**config.mk**
```make
export PLATFORM = sky130hd
export DESIGN_NAME = seg_xlate
export DESIGN_NICKNAME = d
export VERILOG_FILES = /design/src/rtl/seg_xlate_pkg.sv /design/src/rtl/seg_xlate_ctrl.sv /design/src/rtl/seg_xlate_dp.sv /design/src/rtl/seg_xlate.sv
export SDC_FILE = /design/constraint.sdc
export NUM_CORES = 1
export LEC_CHECK = 0
export BUFFER_PORTS_ARGS = -buffer_cell sky130_fd_sc_hd__buf_2
export CAP_MARGIN = 20
export CORE_UTILIZATION = 64
export CTS_BUF_LIST = sky130_fd_sc_hd__clkbuf_16
export CTS_CLUSTER_SIZE = 16
export DETAILED_ROUTE_END_ITERATION = 10
export PLACE_DENSITY = 0.86
export SYNTH_ARGS = -nofsm -noshare
export SYNTH_HDL_FRONTEND = slang
export SYNTH_HIERARCHICAL = 1
export SYNTH_SLANG_ARGS = --single-unit
```
**constraint.sdc**
```tcl
create_clock -name clk -period 19.7 [get_ports clk]
set_input_delay 3.94 -clock clk [delete_from_list [all_inputs] [get_ports clk]]
set_output_delay 3.94 -clock clk [all_outputs]
set_load 0.1 [all_outputs]
```
**src/rtl/seg_xlate_pkg.sv**
```systemverilog
package seg_xlate_pkg;

  typedef enum logic [2:0] {
    FLT_NONE   = 3'd0,
    FLT_NULL   = 3'd1,
    FLT_TBL    = 3'd2,
    FLT_ABSENT = 3'd3,
    FLT_SEGLIM = 3'd4,
    FLT_RIGHTS = 3'd5,
    FLT_PRIV   = 3'd6
  } fault_e;

  // strobes from control to datapath
  typedef struct packed {
    logic capLoad;
    logic capLo;
    logic commit;
    logic setNull;
    logic rdHi;
  } ctrlStrobe_t;

  // decoded conditions from datapath to control
  typedef struct packed {
    logic selNull;
    logic tblOver;
    logic absent;
    logic sysSeg;
    logic privBad;
    logic accSet;
  } dpStatus_t;

  typedef struct packed {
    logic        live;
    logic [31:0] base;
    logic [19:0] limit;
    logic        gran;
    logic        code;
    logic        dirBit;
    logic        rwBit;
  } segCache_t;

endpackage

```
**src/rtl/seg_xlate_ctrl.sv**
```systemverilog
module seg_xlate_ctrl
  import seg_xlate_pkg::*;
(
  input  logic        clk,
  input  logic        rstN,
  input  logic        loadReq,
  input  logic        memRdValid,
  input  dpStatus_t   status,
  output ctrlStrobe_t stb,
  output logic        memRdReq,
  output logic        memWrReq,
  output logic        busy,
  output logic        loadDone,
  output logic [2:0]  loadFault
);

  typedef enum logic [2:0] {
    ST_IDLE, ST_CHECK, ST_RDLO, ST_RDHI, ST_WRBK
  } state_e;

  state_e stateQ, stateD;
  logic   doneSet;
  fault_e faultSet;

  always_comb begin
    stateD   = stateQ;
    stb      = '0;
    memRdReq = 1'b0;
    memWrReq = 1'b0;
    doneSet  = 1'b0;
    faultSet = FLT_NONE;
    case (stateQ)
      ST_IDLE: begin
        if (loadReq) begin
          stb.capLoad = 1'b1;
          stateD      = ST_CHECK;
        end
      end
      ST_CHECK: begin
        if (status.selNull) begin
          stb.setNull = 1'b1;
          doneSet     = 1'b1;
          stateD      = ST_IDLE;
        end else if (status.tblOver) begin
          doneSet  = 1'b1;
          faultSet = FLT_TBL;
          stateD   = ST_IDLE;
        end else begin
          stateD = ST_RDLO;
        end
      end
      ST_RDLO: begin
        memRdReq = 1'b1;
        if (memRdValid) begin
          stb.capLo = 1'b1;
          stateD    = ST_RDHI;
        end
      end
      ST_RDHI: begin
        memRdReq = 1'b1;
        stb.rdHi = 1'b1;
        if (memRdValid) begin
          if (status.absent) begin
            faultSet = FLT_ABSENT;
            doneSet  = 1'b1;
            stateD   = ST_IDLE;
          end else if (status.sysSeg) begin
            faultSet = FLT_RIGHTS;
            doneSet  = 1'b1;
            stateD   = ST_IDLE;
          end else if (status.privBad) begin
            faultSet = FLT_PRIV;
            doneSet  = 1'b1;
            stateD   = ST_IDLE;
          end else begin
            stb.commit = 1'b1;
            if (status.accSet) begin
              doneSet = 1'b1;
              stateD  = ST_IDLE;
            end else begin
              stateD = ST_WRBK;
            end
          end
        end
      end
      ST_WRBK: begin
        memWrReq = 1'b1;
        doneSet  = 1'b1;
        stateD   = ST_IDLE;
      end
      default: stateD = ST_IDLE;
    endcase
  end

  always_ff @(posedge clk or negedge rstN) begin
    if (!rstN) begin
      stateQ    <= ST_IDLE;
      loadDone  <= 1'b0;
      loadFault <= 3'd0;
    end else begin
      stateQ    <= stateD;
      loadDone  <= doneSet;
      loadFault <= doneSet ? faultSet : FLT_NONE;
    end
  end

  assign busy = (stateQ != ST_IDLE);

  AST_DONE_SINGLE: assert property (@(posedge clk) disable iff (!rstN)
    loadDone |=> !loadDone);
  AST_NO_READ_ON_TBL: assert property (@(posedge clk) disable iff (!rstN)
    (loadDone && loadFault == FLT_TBL) |-> !$past(memRdReq));
  AST_WRBK_AFTER_HI: assert property (@(posedge clk) disable iff (!rstN)
    memWrReq |-> $past(memRdValid));
  AST_LOAD_CODE_SET: assert property (@(posedge clk) disable iff (!rstN)
    loadDone |-> (loadFault != FLT_NULL && loadFault != FLT_SEGLIM));

endmodule

```
**src/rtl/seg_xlate_dp.sv**
```systemverilog
module seg_xlate_dp
  import seg_xlate_pkg::*;
#(
  parameter int NUM_SLOTS = 4,
  parameter int SLOT_W    = 2
) (
  input  logic              clk,
  input  logic              rstN,
  input  ctrlStrobe_t       stb,
  input  logic              busy,
  input  logic              tableWe,
  input  logic              tableSel,
  input  logic [31:0]       tableBase,
  input  logic [15:0]       tableLimit,
  input  logic [SLOT_W-1:0] loadSlot,
  input  logic [15:0]       loadSel,
  input  logic [1:0]        cpl,
  input  logic [31:0]       memRdData,
  input  logic              xlReq,
  input  logic [SLOT_W-1:0] xlSlot,
  input  logic [31:0]       xlOffset,
  input  logic              xlWrite,
  output dpStatus_t         status,
  output logic [31:0]       memRdAddr,
  output logic [31:0]       memWrAddr,
  output logic [31:0]       memWrData,
  output logic              xlValid,
  output logic [31:0]       xlLinear,
  output logic [2:0]        xlFault
);

  logic [31:0]       gdtBase, ldtBase, descAddr, loWordQ, hiWordQ;
  logic [15:0]       gdtLim, ldtLim, selQ, tblEnd;
  logic [SLOT_W-1:0] slotQ;
  logic [1:0]        cplQ, effPl;
  logic [12:0]       idx;
  logic              ti;
  segCache_t         newEntry, pick;
  segCache_t         slotView [NUM_SLOTS];

  always_ff @(posedge clk or negedge rstN) begin
    if (!rstN) begin
      gdtBase <= '0; gdtLim <= '0;
      ldtBase <= '0; ldtLim <= '0;
    end else if (tableWe) begin
      if (tableSel) begin
        ldtBase <= tableBase; ldtLim <= tableLimit;
      end else begin
        gdtBase <= tableBase; gdtLim <= tableLimit;
      end
    end
  end

  always_ff @(posedge clk or negedge rstN) begin
    if (!rstN) begin
      selQ <= '0; slotQ <= '0; cplQ <= '0;
      loWordQ <= '0; hiWordQ <= '0;
    end else begin
      if (stb.capLoad) begin
        selQ  <= loadSel;
        slotQ <= loadSlot;
        cplQ  <= cpl;
      end
      if (stb.capLo)  loWordQ <= memRdData;
      if (stb.commit) hiWordQ <= memRdData;
    end
  end

  // selector decode and table bounds
  assign idx      = selQ[15:3];
  assign ti       = selQ[2];
  assign tblEnd   = {idx, 3'b111};
  assign descAddr = (ti ? ldtBase : gdtBase) + {16'd0, idx, 3'b000};
  assign effPl    = (cplQ > selQ[1:0]) ? cplQ : selQ[1:0];

  assign status.selNull = !ti && (idx == 13'd0);
  assign status.tblOver = tblEnd > (ti ? ldtLim : gdtLim);
  assign status.absent  = !memRdData[15];
  assign status.sysSeg  = !memRdData[12];
  assign status.privBad = effPl > memRdData[14:13];
  assign status.accSet  = memRdData[8];

  assign memRdAddr = descAddr + (stb.rdHi ? 32'd4 : 32'd0);
  assign memWrAddr = descAddr + 32'd4;
  assign memWrData = hiWordQ | 32'h0000_0100;

  always_comb begin
    newEntry.live   = 1'b1;
    newEntry.base   = {memRdData[31:24], memRdData[7:0], loWordQ[31:16]};
    newEntry.limit  = {memRdData[19:16], loWordQ[15:0]};
    newEntry.gran   = memRdData[23];
    newEntry.code   = memRdData[11];
    newEntry.dirBit = memRdData[10];
    newEntry.rwBit  = memRdData[9];
  end

  for (genvar s = 0; s < NUM_SLOTS; s++) begin : gSlot
    segCache_t slotReg;
    always_ff @(posedge clk or negedge rstN) begin
      if (!rstN) begin
        slotReg <= '0;
      end else if (slotQ == SLOT_W'(s)) begin
        if (stb.commit)       slotReg      <= newEntry;
        else if (stb.setNull) slotReg.live <= 1'b0;
      end
    end
    assign slotView[s] = slotReg;
  end

  // translation checks
  logic [31:0] effLim;
  logic        rightsBad, limBad, accept;
  fault_e      faultNow;

  assign pick      = slotView[xlSlot];
  assign effLim    = pick.gran ? {pick.limit, 12'hFFF} : {12'h000, pick.limit};
  assign rightsBad = xlWrite ? (pick.code || !pick.rwBit) : (pick.code && !pick.rwBit);
  assign limBad    = (!pick.code && pick.dirBit) ? (xlOffset <= effLim) : (xlOffset > effLim);
  assign accept    = xlReq && !busy;

  always_comb begin
    if (!pick.live)     faultNow = FLT_NULL;
    else if (rightsBad) faultNow = FLT_RIGHTS;
    else if (limBad)    faultNow = FLT_SEGLIM;
    else                faultNow = FLT_NONE;
  end

  always_ff @(posedge clk or negedge rstN) begin
    if (!rstN) begin
      xlValid  <= 1'b0;
      xlFault  <= 3'd0;
      xlLinear <= '0;
    end else begin
      xlValid  <= accept;
      xlFault  <= accept ? faultNow : FLT_NONE;
      xlLinear <= (accept && faultNow == FLT_NONE) ? pick.base + xlOffset : 32'd0;
    end
  end

  AST_XL_NOT_BUSY: assert property (@(posedge clk) disable iff (!rstN)
    xlValid |-> !$past(busy));
  AST_FAULT_NO_ADDR: assert property (@(posedge clk) disable iff (!rstN)
    (xlValid && xlFault != 3'd0) |-> (xlLinear == 32'd0));
  AST_XL_CODE_SET: assert property (@(posedge clk) disable iff (!rstN)
    xlValid |-> (xlFault == 3'd0 || xlFault == 3'd1 || xlFault == 3'd4 || xlFault == 3'd5));
  AST_IDLE_QUIET: assert property (@(posedge clk) disable iff (!rstN)
    !xlValid |-> (xlFault == 3'd0));

endmodule

```
**src/rtl/seg_xlate.sv**
```systemverilog
module seg_xlate
  import seg_xlate_pkg::*;
#(
  parameter  int NUM_SLOTS = 4,
  localparam int SLOT_W    = (NUM_SLOTS > 1) ? $clog2(NUM_SLOTS) : 1
) (
  input  logic              clk,
  input  logic              rstN,
  input  logic              tableWe,
  input  logic              tableSel,
  input  logic [31:0]       tableBase,
  input  logic [15:0]       tableLimit,
  input  logic              loadReq,
  input  logic [SLOT_W-1:0] loadSlot,
  input  logic [15:0]       loadSel,
  input  logic [1:0]        cpl,
  output logic              busy,
  output logic              loadDone,
  output logic [2:0]        loadFault,
  output logic              memRdReq,
  output logic [31:0]       memRdAddr,
  input  logic              memRdValid,
  input  logic [31:0]       memRdData,
  output logic              memWrReq,
  output logic [31:0]       memWrAddr,
  output logic [31:0]       memWrData,
  input  logic              xlReq,
  input  logic [SLOT_W-1:0] xlSlot,
  input  logic [31:0]       xlOffset,
  input  logic              xlWrite,
  output logic              xlValid,
  output logic [31:0]       xlLinear,
  output logic [2:0]        xlFault
);

  ctrlStrobe_t stb;
  dpStatus_t   status;

  seg_xlate_ctrl ctrl_i (
    .clk(clk), .rstN(rstN), .loadReq(loadReq), .memRdValid(memRdValid),
    .status(status), .stb(stb), .memRdReq(memRdReq), .memWrReq(memWrReq),
    .busy(busy), .loadDone(loadDone), .loadFault(loadFault)
  );

  seg_xlate_dp #(.NUM_SLOTS(NUM_SLOTS), .SLOT_W(SLOT_W)) dp_i (
    .clk(clk), .rstN(rstN), .stb(stb), .busy(busy),
    .tableWe(tableWe), .tableSel(tableSel), .tableBase(tableBase),
    .tableLimit(tableLimit), .loadSlot(loadSlot), .loadSel(loadSel),
    .cpl(cpl), .memRdData(memRdData), .xlReq(xlReq), .xlSlot(xlSlot),
    .xlOffset(xlOffset), .xlWrite(xlWrite), .status(status),
    .memRdAddr(memRdAddr), .memWrAddr(memWrAddr), .memWrData(memWrData),
    .xlValid(xlValid), .xlLinear(xlLinear), .xlFault(xlFault)
  );

endmodule

```
; ---- Yosys cells after proc, flatten, opt, wreduce, memory -nomap -nowiden
; Index checks and enable logic that the tools add are counted.
; W data, S select, Z words.
[op_classes]
add_sub_neg = 4
n_lt_le_gt_ge = 6
n_eq_ne = 10
mux = 57
n_bitwise = 2
n_reduce_logical = 28
[ops]
columns = operator, count
row1 = $bmux W57 S2, 1
row2 = $mux W57, 2
row3 = $mux W32, 3
row4 = $add A32 B32 Y32, 2
row5 = $mux W3, 18
row6 = $add A32 B16 Y32, 1
row7 = $add A32 B3 Y32 const B, 1
row8 = $gt A32 B32 Y1, 1
row9 = $le A32 B32 Y1, 1
row10 = $mux W1, 25
row11 = $reduce_and A2 Y1, 10
row12 = $gt A16 B16 Y1, 1
row13 = $mux W16, 1
row14 = $logic_not A13 Y1, 1
row15 = $pmux W3 S4, 1
row16 = $mux W2, 4
row17 = $eq A3 B2 Y1 const B, 2
row18 = $logic_not A3 Y1, 2
row19 = $ne A2 B2 Y1 const B, 3
row20 = $pmux W3 S2, 1
row21 = $logic_and A1 B1 Y1, 5
row22 = $eq A2 B2 Y1 const B, 2
row23 = $gt A2 B2 Y1, 2
row24 = $logic_not A1 Y1, 4
row25 = 13 further kinds, 13
[word_totals]
regBits = 451
inputBits = 142
output_inout_bits = 139
word_cells = 150

; ---- Logic depth before layout (Yosys ltp)
; Gate-level depths: netlist of run 1.
[logic_depth]
ltp_word = 13
ltp_mapped = 19
ltp_nobuf = 14

; ---- By module
; The synthesis of run 1 kept the hierarchy.
[by_module_without_submodules]
columns = mod, n_inst, cells_per_inst, area_per_inst_um2, seq_area_each_um2
row1 = seg_xlate_dp, 1, 1864, 23497.5, 11060.6
row2 = seg_xlate_ctrl, 1, 40, 386.6, 175.2

; ---- Least setup slack after synthesis of run 1
; Ideal clock, no wire load.
[synth_timing]
path_type = register to output
startpoint = register dp_i.selQ[2]
endpoint = output memWrAddr[29]
t_arrival_ns = 6.338
t_required_ns = 15.760
setup_slack_ns = 9.422
stages_incl_launch_ff = 20
n_path_buf = 6
path_cell_list = dfrtp_1 > buf_6 > buf_2 > buf_2 > buf_1 > clkbuf_1 > mux2_2 > ha_1 > inv_1 > fa_1 > and2b_1 > o31a_2 > o21a_4 > xnor2_2 > or4b_4 > or2_0 > clkbuf_1 > or4_4 > nor3_2 > xor2_1
[synth_between]
elab_chain_cells = 3
[synth_rtl]
columns = item, line_no
row1 = "start, declared", seg_xlate_dp.sv:33  ; logic [15:0] gdtLim, ldtLim, selQ, tblEnd;
row2 = "start signal, assigned", seg_xlate_dp.sv:60  ; selQ <= loadSel;
row3 = $mux W32, seg_xlate_dp.sv:73  ; assign descAddr = (ti ? ldtBase : gdtBase) + {16'd0, idx, 3'b000};
row4 = $add A32 B16 Y32, seg_xlate_dp.sv:73
row5 = $add A32 B3 Y32, seg_xlate_dp.sv:84  ; assign memWrAddr = descAddr + 32'd4;
row6 = "end, declared", seg_xlate.sv:25  ; output logic [31:0] memWrAddr,
; No other way between the ends.

; ---- Worst setup path in the final report of run 1
; Ends and elaborated chain as after synthesis.

==> results.json, run 1 <==
{
  "synth_top_area_share": 0.470,
  "die_w_um": 195,
  "fin_tns_setup_ns": 0,
  "cts-resized-gates": 0,
  "routed_via_density": 6.24,
  "drc_errors": 0,
  "numCtsBuffers": 46,
  "place_hpwl_mm": 41.1,
  "postCtsHoldBufs": 0,
  "synth_top_area_cell": "dfrtp_1",
  "grt_util_all_layers": 0.313,
  "ys_seq_area_frac": 0.470,
  "cts_buffer_depth": 3,
  "hold_path.class": "reg -> reg",
  "hold_violations": 0,
  "start_util": 0.651,
  "grt_overflow": 0,
  "report.final.slew_viol_count": 0,
  "critPathCaptureType": "output port",
  "crit_fanout": 40,
  "rsz0062_at_grt": "false",
  "grt_pass1_wl_mm": 93.4,
  "post_cts_buffers": 0,
  "layout_min_cycle_time_ns": 9.86,
  "die_height_um": 195,
  "arrival_ns": 5.92,
  "grt_pass1_vias": 17200,
  "crit_required_ns": 15.76,
  "synth_cells": 1904,
  "clock_latency_ns": 0.61,
  "yosysWarnings": 6,
  "finalSetupViolCount": 0,
  "highest_layer": "met5",
  "maxSlewHeadroom": 0.370,
  "ys.flop_type": "dfrtp_1",
  "critPathKind": "reg -> out",
  "slowest_stage": "dfrtp_2",
  "dieArea_mm2": 0.0381,
  "detail_route.first_pass.iterations": 6,
  "cts_root_buffer": "clkbuf_16",
  "synthesis.nets": 2145,
  "worstPathCellList": "buf_4, mux2i_1, inv_1, ha_1, a211o_1, a21o_1, a21oi_1, o211ai_1, or4b_4, or2_0, or4_4, nor3_2, xor2_1, buf_2",
  "core_mm2": 0.0367,
  "slowest_delay_ns": 0.94,
  "wirelength_mm": 58.3,
  "fin_nets": 2398,
  "ys_top_cells_by_area": "dfrtp_1 (47%), mux2_2 (20%), mux4_2 (5.4%)",
  "syn_area_per_cell_um2": 12.5,
  "wl_per_cell_um": 21.9,
  "path_buf_inv": 3,
  "synth_most_common_cell": "dfrtp_1",
  "wl_met2_mm": 28.3,
  "synth_cell_types": 93,
  "vias": 16600,
  "status": "completed",
  "ys_seq_elements": 449,
  "clk_pin_slew_worst_paths_ns": 0.06,
  "final_antenna_net_count": 0,
  "synth_edf_count": 0,
  "drt_iter0_drc": 1033,
  "synthTopCellsByCount": "dfrtp_1 (449), mux2_2 (417), nor2_1 (106), ha_1 (97), nand2_1 (83)",
  "layout-area-overhead-vs-synth_pct": 13.1,
  "worst_clock_skew_ns": 0.0379,
  "io_buffers": 278,
  "antenna_found_initial": 7,
  "io_pins": 281,
  "tritoncts": "done",
  "cp-start-kind": "register",
  "fin_crit_sh": 0.501,
  "worst_pin_slew_ns": 0.945,
  "cts.sinks": 449,
  "drv_cap": 0,
  "rows": 70,
  "drive_above_1_share": 0.400,
  "synth-async-reset-ratio": 1.00,
  "gp_routability_congestion": 0.947,
  "grt_max_degree": 119,
  "fmax_mhz": 101,
  "synth_area_mm2": 0.0239,
  "cp_top_family": "simple AND/OR/NAND/NOR gates",
  "htree_num_levels": 2,
  "routed-wl-met3_mm": 3.01,
  "wl_met1_mm": 25.3
}
[flip-flops by register name, summed over array words and instances (netlist names), 3 cells and up]
signal and count:
dp_i/gdtLim 16, dp_i/loWordQ 32, dp_i/selQ 16, ctrl_i/loadFault 3, dp_i/gSlot.slotReg 228, ctrl_i/stateQ 3, dp_i/ldtLim 16, dp_i/xlLinear 32
dp_i/hiWordQ 31, dp_i/gdtBase 32, dp_i/ldtBase 32
[worst reg2reg max path, cell delays in order, from the launching register on]
cell	delay [ns]
dfrtp_1	0.37
mux4_2	0.78
mux2i_1	0.24
ha_1	0.34
nand4_1	0.15
nor3_1	0.33
and3_1	0.23
o2bb2ai_1	0.08
a21oi_1	0.30
o21ai_0	0.15
o21a_1	0.13
buf_4	0.23
or4b_1	0.58
a311oi_1	0.22
[layout make-up]
| type | instances | area, µm² |
|---|---|---|
| sequential | 449 | 11200 |
| tap | 468 | 586 |
| clock inverter | 33 | 209 |
| fill | 2427 | 9680 |
| timing repair buffer | 296 | 1540 |
| antenna | 6 | 15.0 |
| multi-input combinational | 1328 | 12100 |
| inverter | 36 | 135 |
| clock buffer | 46 | 1150 |
[metal layers]
metal | up-vias | GRT usage
met5 | - | 0
met3 | 105 | 0.0528
met4 | 2 | 0.0930
met2 | 487 | 0.513
met1 | 8556 | 0.432
li1 | 7473 | -
[cell families after synthesis]
group,synth area share
simple gates,0.0844
other cells,0.000314
mux,0.265
fa+ha+maj,0.0525
xor+xnor,0.0403
flops,0.470
compound gates,0.0648
buf+inv,0.0227
[cells in the final DEF (no fill, tap or decap), types with 9 or more instances in the layout]
cell	n
ha_1	97
nor3_1	35
nor2_1	104
clkinv_1	10
inv_1	46
nand4_1	16
buf_4	18
a21o_1	23
nand3_1	26
a21oi_1	68
nand2b_1	14
xor2_1	53
nor2b_1	17
xnor2_1	55
clkbuf_16	46
buf_2	276
mux2i_1	34
nor4_1	15
dfrtp_1	448
nand2_1	82
mux2_2	417
o21ai_0	39
and3_1	9
o21a_1	12
a31oi_1	9
mux4_2	57
[worst paths after layout]
kind	start	to	depth (start not counted)	slack, ns
worst min register to register	dp_i/gSlot[2].slotReg[33]$_DFFE_PN0P_	dp_i/gSlot[2].slotReg[33]$_DFFE_PN0P_	1	0.50
worst max-delay path	dp_i/selQ[2]$_DFFE_PN0P_	memWrAddr[29]	14	9.84
min in group asynchronous	rstN	dp_i/hiWordQ[1]$_DFFE_PN0P_	1	3.37
worst max register to register	dp_i/gSlot[3].slotReg[3]$_DFFE_PN0P_	dp_i/xlLinear[24]$_DFF_PN0_	13	15.48
max in group asynchronous	rstN	dp_i/gdtBase[31]$_DFFE_PN0P_	3	13.82
worst min-delay path	dp_i/gSlot[2].slotReg[33]$_DFFE_PN0P_	dp_i/gSlot[2].slotReg[33]$_DFFE_PN0P_	1	0.50
[through the flow]
stage | hold slack, ns | setup WS (ns) | std cells | util | area (µm²)
floorplan | 0.440 | 9.42 | 1904 | - | 23900
global placement | 0.456 | 10.58 | 2576 | 0.699 | 25600
detailed placement | 0.468 | 10.50 | 2576 | 0.699 | 25600
CTS | 0.502 | 9.83 | 2655 | 0.736 | 27000
global route | 0.509 | 9.34 | 2662 | 0.736 | 27000
finish | 0.500 | 9.84 | 2662 | 0.736 | 27000
Power of run 1 is left out: the tool's default activity adds up to more than one toggle a clock period on the data nets, which glitch-free logic cannot reach.
==> run 2, diff against run 1 <==
--- a/config.mk
+++ b/config.mk
@@ -5,13 +5,14 @@
 export SDC_FILE = /design/constraint.sdc
 export NUM_CORES = 1
 export LEC_CHECK = 0
+export ABC_AREA = 1
 export BUFFER_PORTS_ARGS = -buffer_cell sky130_fd_sc_hd__buf_2
 export CAP_MARGIN = 20
-export CORE_UTILIZATION = 64
+export CORE_UTILIZATION = 60
 export CTS_BUF_LIST = sky130_fd_sc_hd__clkbuf_16
 export CTS_CLUSTER_SIZE = 16
 export DETAILED_ROUTE_END_ITERATION = 10
-export PLACE_DENSITY = 0.86
+export PLACE_DENSITY = 0.82
 export SYNTH_ARGS = -nofsm -noshare
 export SYNTH_HDL_FRONTEND = slang
 export SYNTH_HIERARCHICAL = 1
==> constraint.sdc (replaced) <==
create_clock -name clk -period 10 [get_ports clk]
set_input_delay 2 -clock clk [delete_from_list [all_inputs] [get_ports clk]]
set_output_delay 2 -clock clk [all_outputs]
set_load 0.1 [all_outputs]
==> results.json, run 2 <==
{
  "synth_area_mm2": 0.0247,
  "worst_clock_skew_ns": 0.0179,
  "synth_edf_count": 0,
  "cts.sinks": 449,
  "cp_common_cell": "inv_2",
  "core_mm2": 0.0407,
  "tritoncts": "done",
  "place_ws_ns": 3.32,
  "final_antenna_net_count": 0,
  "grt_overflow": 0,
  "fin_ws_ns": 3.29,
  "post_cts_buffers": 0,
  "finalSetupViolCount": 0,
  "postCtsHoldBufs": 0,
  "grt_pass1_vias": 21700,
  "crit_required_ns": 8.00,
  "antenna_found_initial": 1,
  "htree_num_levels": 2,
  "synth_cells": 3214,
  "layout-area-overhead-vs-synth_pct": 12.4,
  "drc_errors": 0,
  "grt_pass1_wl_mm": 112,
  "final_common_cell": "nand2_1",
  "slowest_stage": "inv_2",
  "fin_nets": 3660,
  "grt_max_degree": 174,
  "rows": 74,
  "clock_latency_ns": 0.59,
  "cts_root_buffer": "clkbuf_16",
  "path_buf_inv": 8,
  "gp_routability_congestion": 0.968,
  "hold_path.class": "reg -> reg",
  "drt_iter0_drc": 1845,
  "status": "completed",
  "ys_seq_area_frac": 0.454,
  "cp-start-kind": "register",
  "die_height_um": 205,
  "synth_most_common_cell": "nand2_1",
  "cts_buffer_depth": 3,
  "ir_drop_v": 0.00110,
  "hold_violations": 0,
  "dieArea_mm2": 0.0420,
  "maxSlewHeadroom": 0.300,
  "cts-resized-gates": 0,
  "syn_area_per_cell_um2": 7.70,
  "slowest_delay_ns": 0.57,
  "largest_reg_flops": 228,
  "ys.flop_type": "dfrtp_1",
  "yosysWarnings": 6,
  "stdcell_area_mm2": 0.0278,
  "p_leak_nw": 14.1,
  "drv_cap": 0,
  "layout_min_cycle_time_ns": 6.71,
  "detail_route.first_pass.iterations": 6,
  "report.final.slew_viol_count": 0,
  "numCtsBuffers": 47,
  "fin_crit_sh": 0.671,
  "fmax_mhz": 149,
  "placed_cell_area_mm2": 0.0264,
  "critPathKind": "reg -> out",
  "wl_per_cell_um": 17.6,
  "io_pins": 281,
  "synthTopCellsByCount": "nand2_1 (873), o21ai_0 (511), dfrtp_1 (449), inv_1 (305), nor2_1 (275)",
  "synthesis.nets": 3455,
  "final_cell_mix": "nand2_1 (867), o21ai_0 (511), dfrtp_1 (448)",
  "io_buffers": 278,
  "die_w_um": 205,
  "routed_via_density": 5.69,
  "ys_seq_elements": 449,
  "vias": 22700,
  "synth_top_area_share": 0.454,
  "holdWs_ns": 0.479,
  "p_total_mw": 9.05,
  "place_hpwl_mm": 51.5,
  "cp_top_family": "buffers and inverters",
  "rrSetupSlack_ns": 5.64,
  "clk_pin_slew_worst_paths_ns": 0.06,
  "worstPathCellList": "inv_2, nand2_1, nand2_1, ha_1, inv_1, fa_1, xnor2_2, inv_2, nor2_1, inv_2, nor2_1, inv_2, nor2_2, inv_2, nor2_4, inv_2, nor2_4, nand3_1, xor2_1, buf_2",
  "ys_top_cells_by_area": "dfrtp_1 (45%), nand2_1 (13%), o21ai_0 (10%)",
  "drive_above_1_share": 0.146,
  "largest_register": "dp_i/gSlot.slotReg",
  "synth_top_area_cell": "dfrtp_1",
  "grt_util_all_layers": 0.338,
  "wirelength_mm": 70.3,
  "fin_tns_setup_ns": 0,
  "power_density_mw_per_mm2": 325,
  "start_util": 0.607,
  "arrival_ns": 4.71,
  "rsz0062_at_grt": "false",
  "synth-async-reset-ratio": 1.00,
  "synth_cell_types": 54,
  "crit_fanout": 46,
  "critPathCaptureType": "output port",
  "worst_pin_slew_ns": 1.05
}
-- run 2: final cells by class --
cell class / count / area (µm²)
clock buffer: 47 / 1180
tap: 532 / 666
timing repair buffer: 300 / 1600
fill: 3389 / 12900
clock inverter: 33 / 196
inverter: 325 / 1220
multi-input combinational: 2296 / 11700
sequential: 449 / 11200
antenna: 3 / 7.51
-- run 2: kinds of logic (layout without fill, tap and decap cells) --
family          Yosys count  after routing  synth area share
compound gates          706            706             0.150
xor+xnor                 66             66            0.0250
fa+ha+maj                99             99            0.0507
buf+inv                 469            705            0.0742
flops                   449            449             0.454
mux                      20             20           0.00845
other cells               2              5          0.000304
simple gates           1403           1403             0.237
-- run 2: through the flow --
| step | cells | util |
|---|---|---|
| after floorplan | 3214 | - |
| after global placement | 3900 | 0.648 |
| after detailed placement | 3900 | 0.648 |
| after CTS | 3980 | 0.681 |
| after global routing | 3982 | 0.682 |
| final | 3985 | 0.682 |
-- run 2: report_power, final --
group	switching (mW)	internal, mW
registers	0.156	2.07
logic	4.29	0.943
clock network	0.713	0.876
total	5.16	3.89
-- run 2: metal layers --
metal / vias to the layer above / GRT usage / routed length (µm)
met5: - / 0 / 0
met4: 0 / 0.158 / 3290
met3: 180 / 0.0472 / 4560
met2: 894 / 0.552 / 33100
met1: 10800 / 0.445 / 29300
li1: 10800 / - / -
-- run 2: worst paths after layout --
kind	start	cells past startpoint	endpoint
min in group asynchronous	rstN	1	dp_i/hiWordQ[20]$_DFFE_PN0P_
max in group asynchronous	rstN	3	dp_i/selQ[2]$_DFFE_PN0P_
max	dp_i/selQ[2]$_DFFE_PN0P_	20	memWrAddr[26]
min reg2reg	dp_i/gSlot[1].slotReg[26]$_DFFE_PN0P_	2	dp_i/gSlot[1].slotReg[26]$_DFFE_PN0P_
min	dp_i/gSlot[1].slotReg[26]$_DFFE_PN0P_	2	dp_i/gSlot[1].slotReg[26]$_DFFE_PN0P_
max reg2reg	dp_i/selQ[1]$_DFFE_PN0P_	19	dp_i/gSlot[3].slotReg[41]$_DFFE_PN0P_
-- run 2: worst register-to-register path: cells and delay by family (launching register included) --
kind                       cells  cell delay, ns
DFF                            1            0.36
buffers and inverters          5            1.20
and+or+nand+nor                7            1.69
adders and majority gates      2            0.42
AOI/OAI and AO/OA              5            0.54
Power figures use the tool's default switching activity.
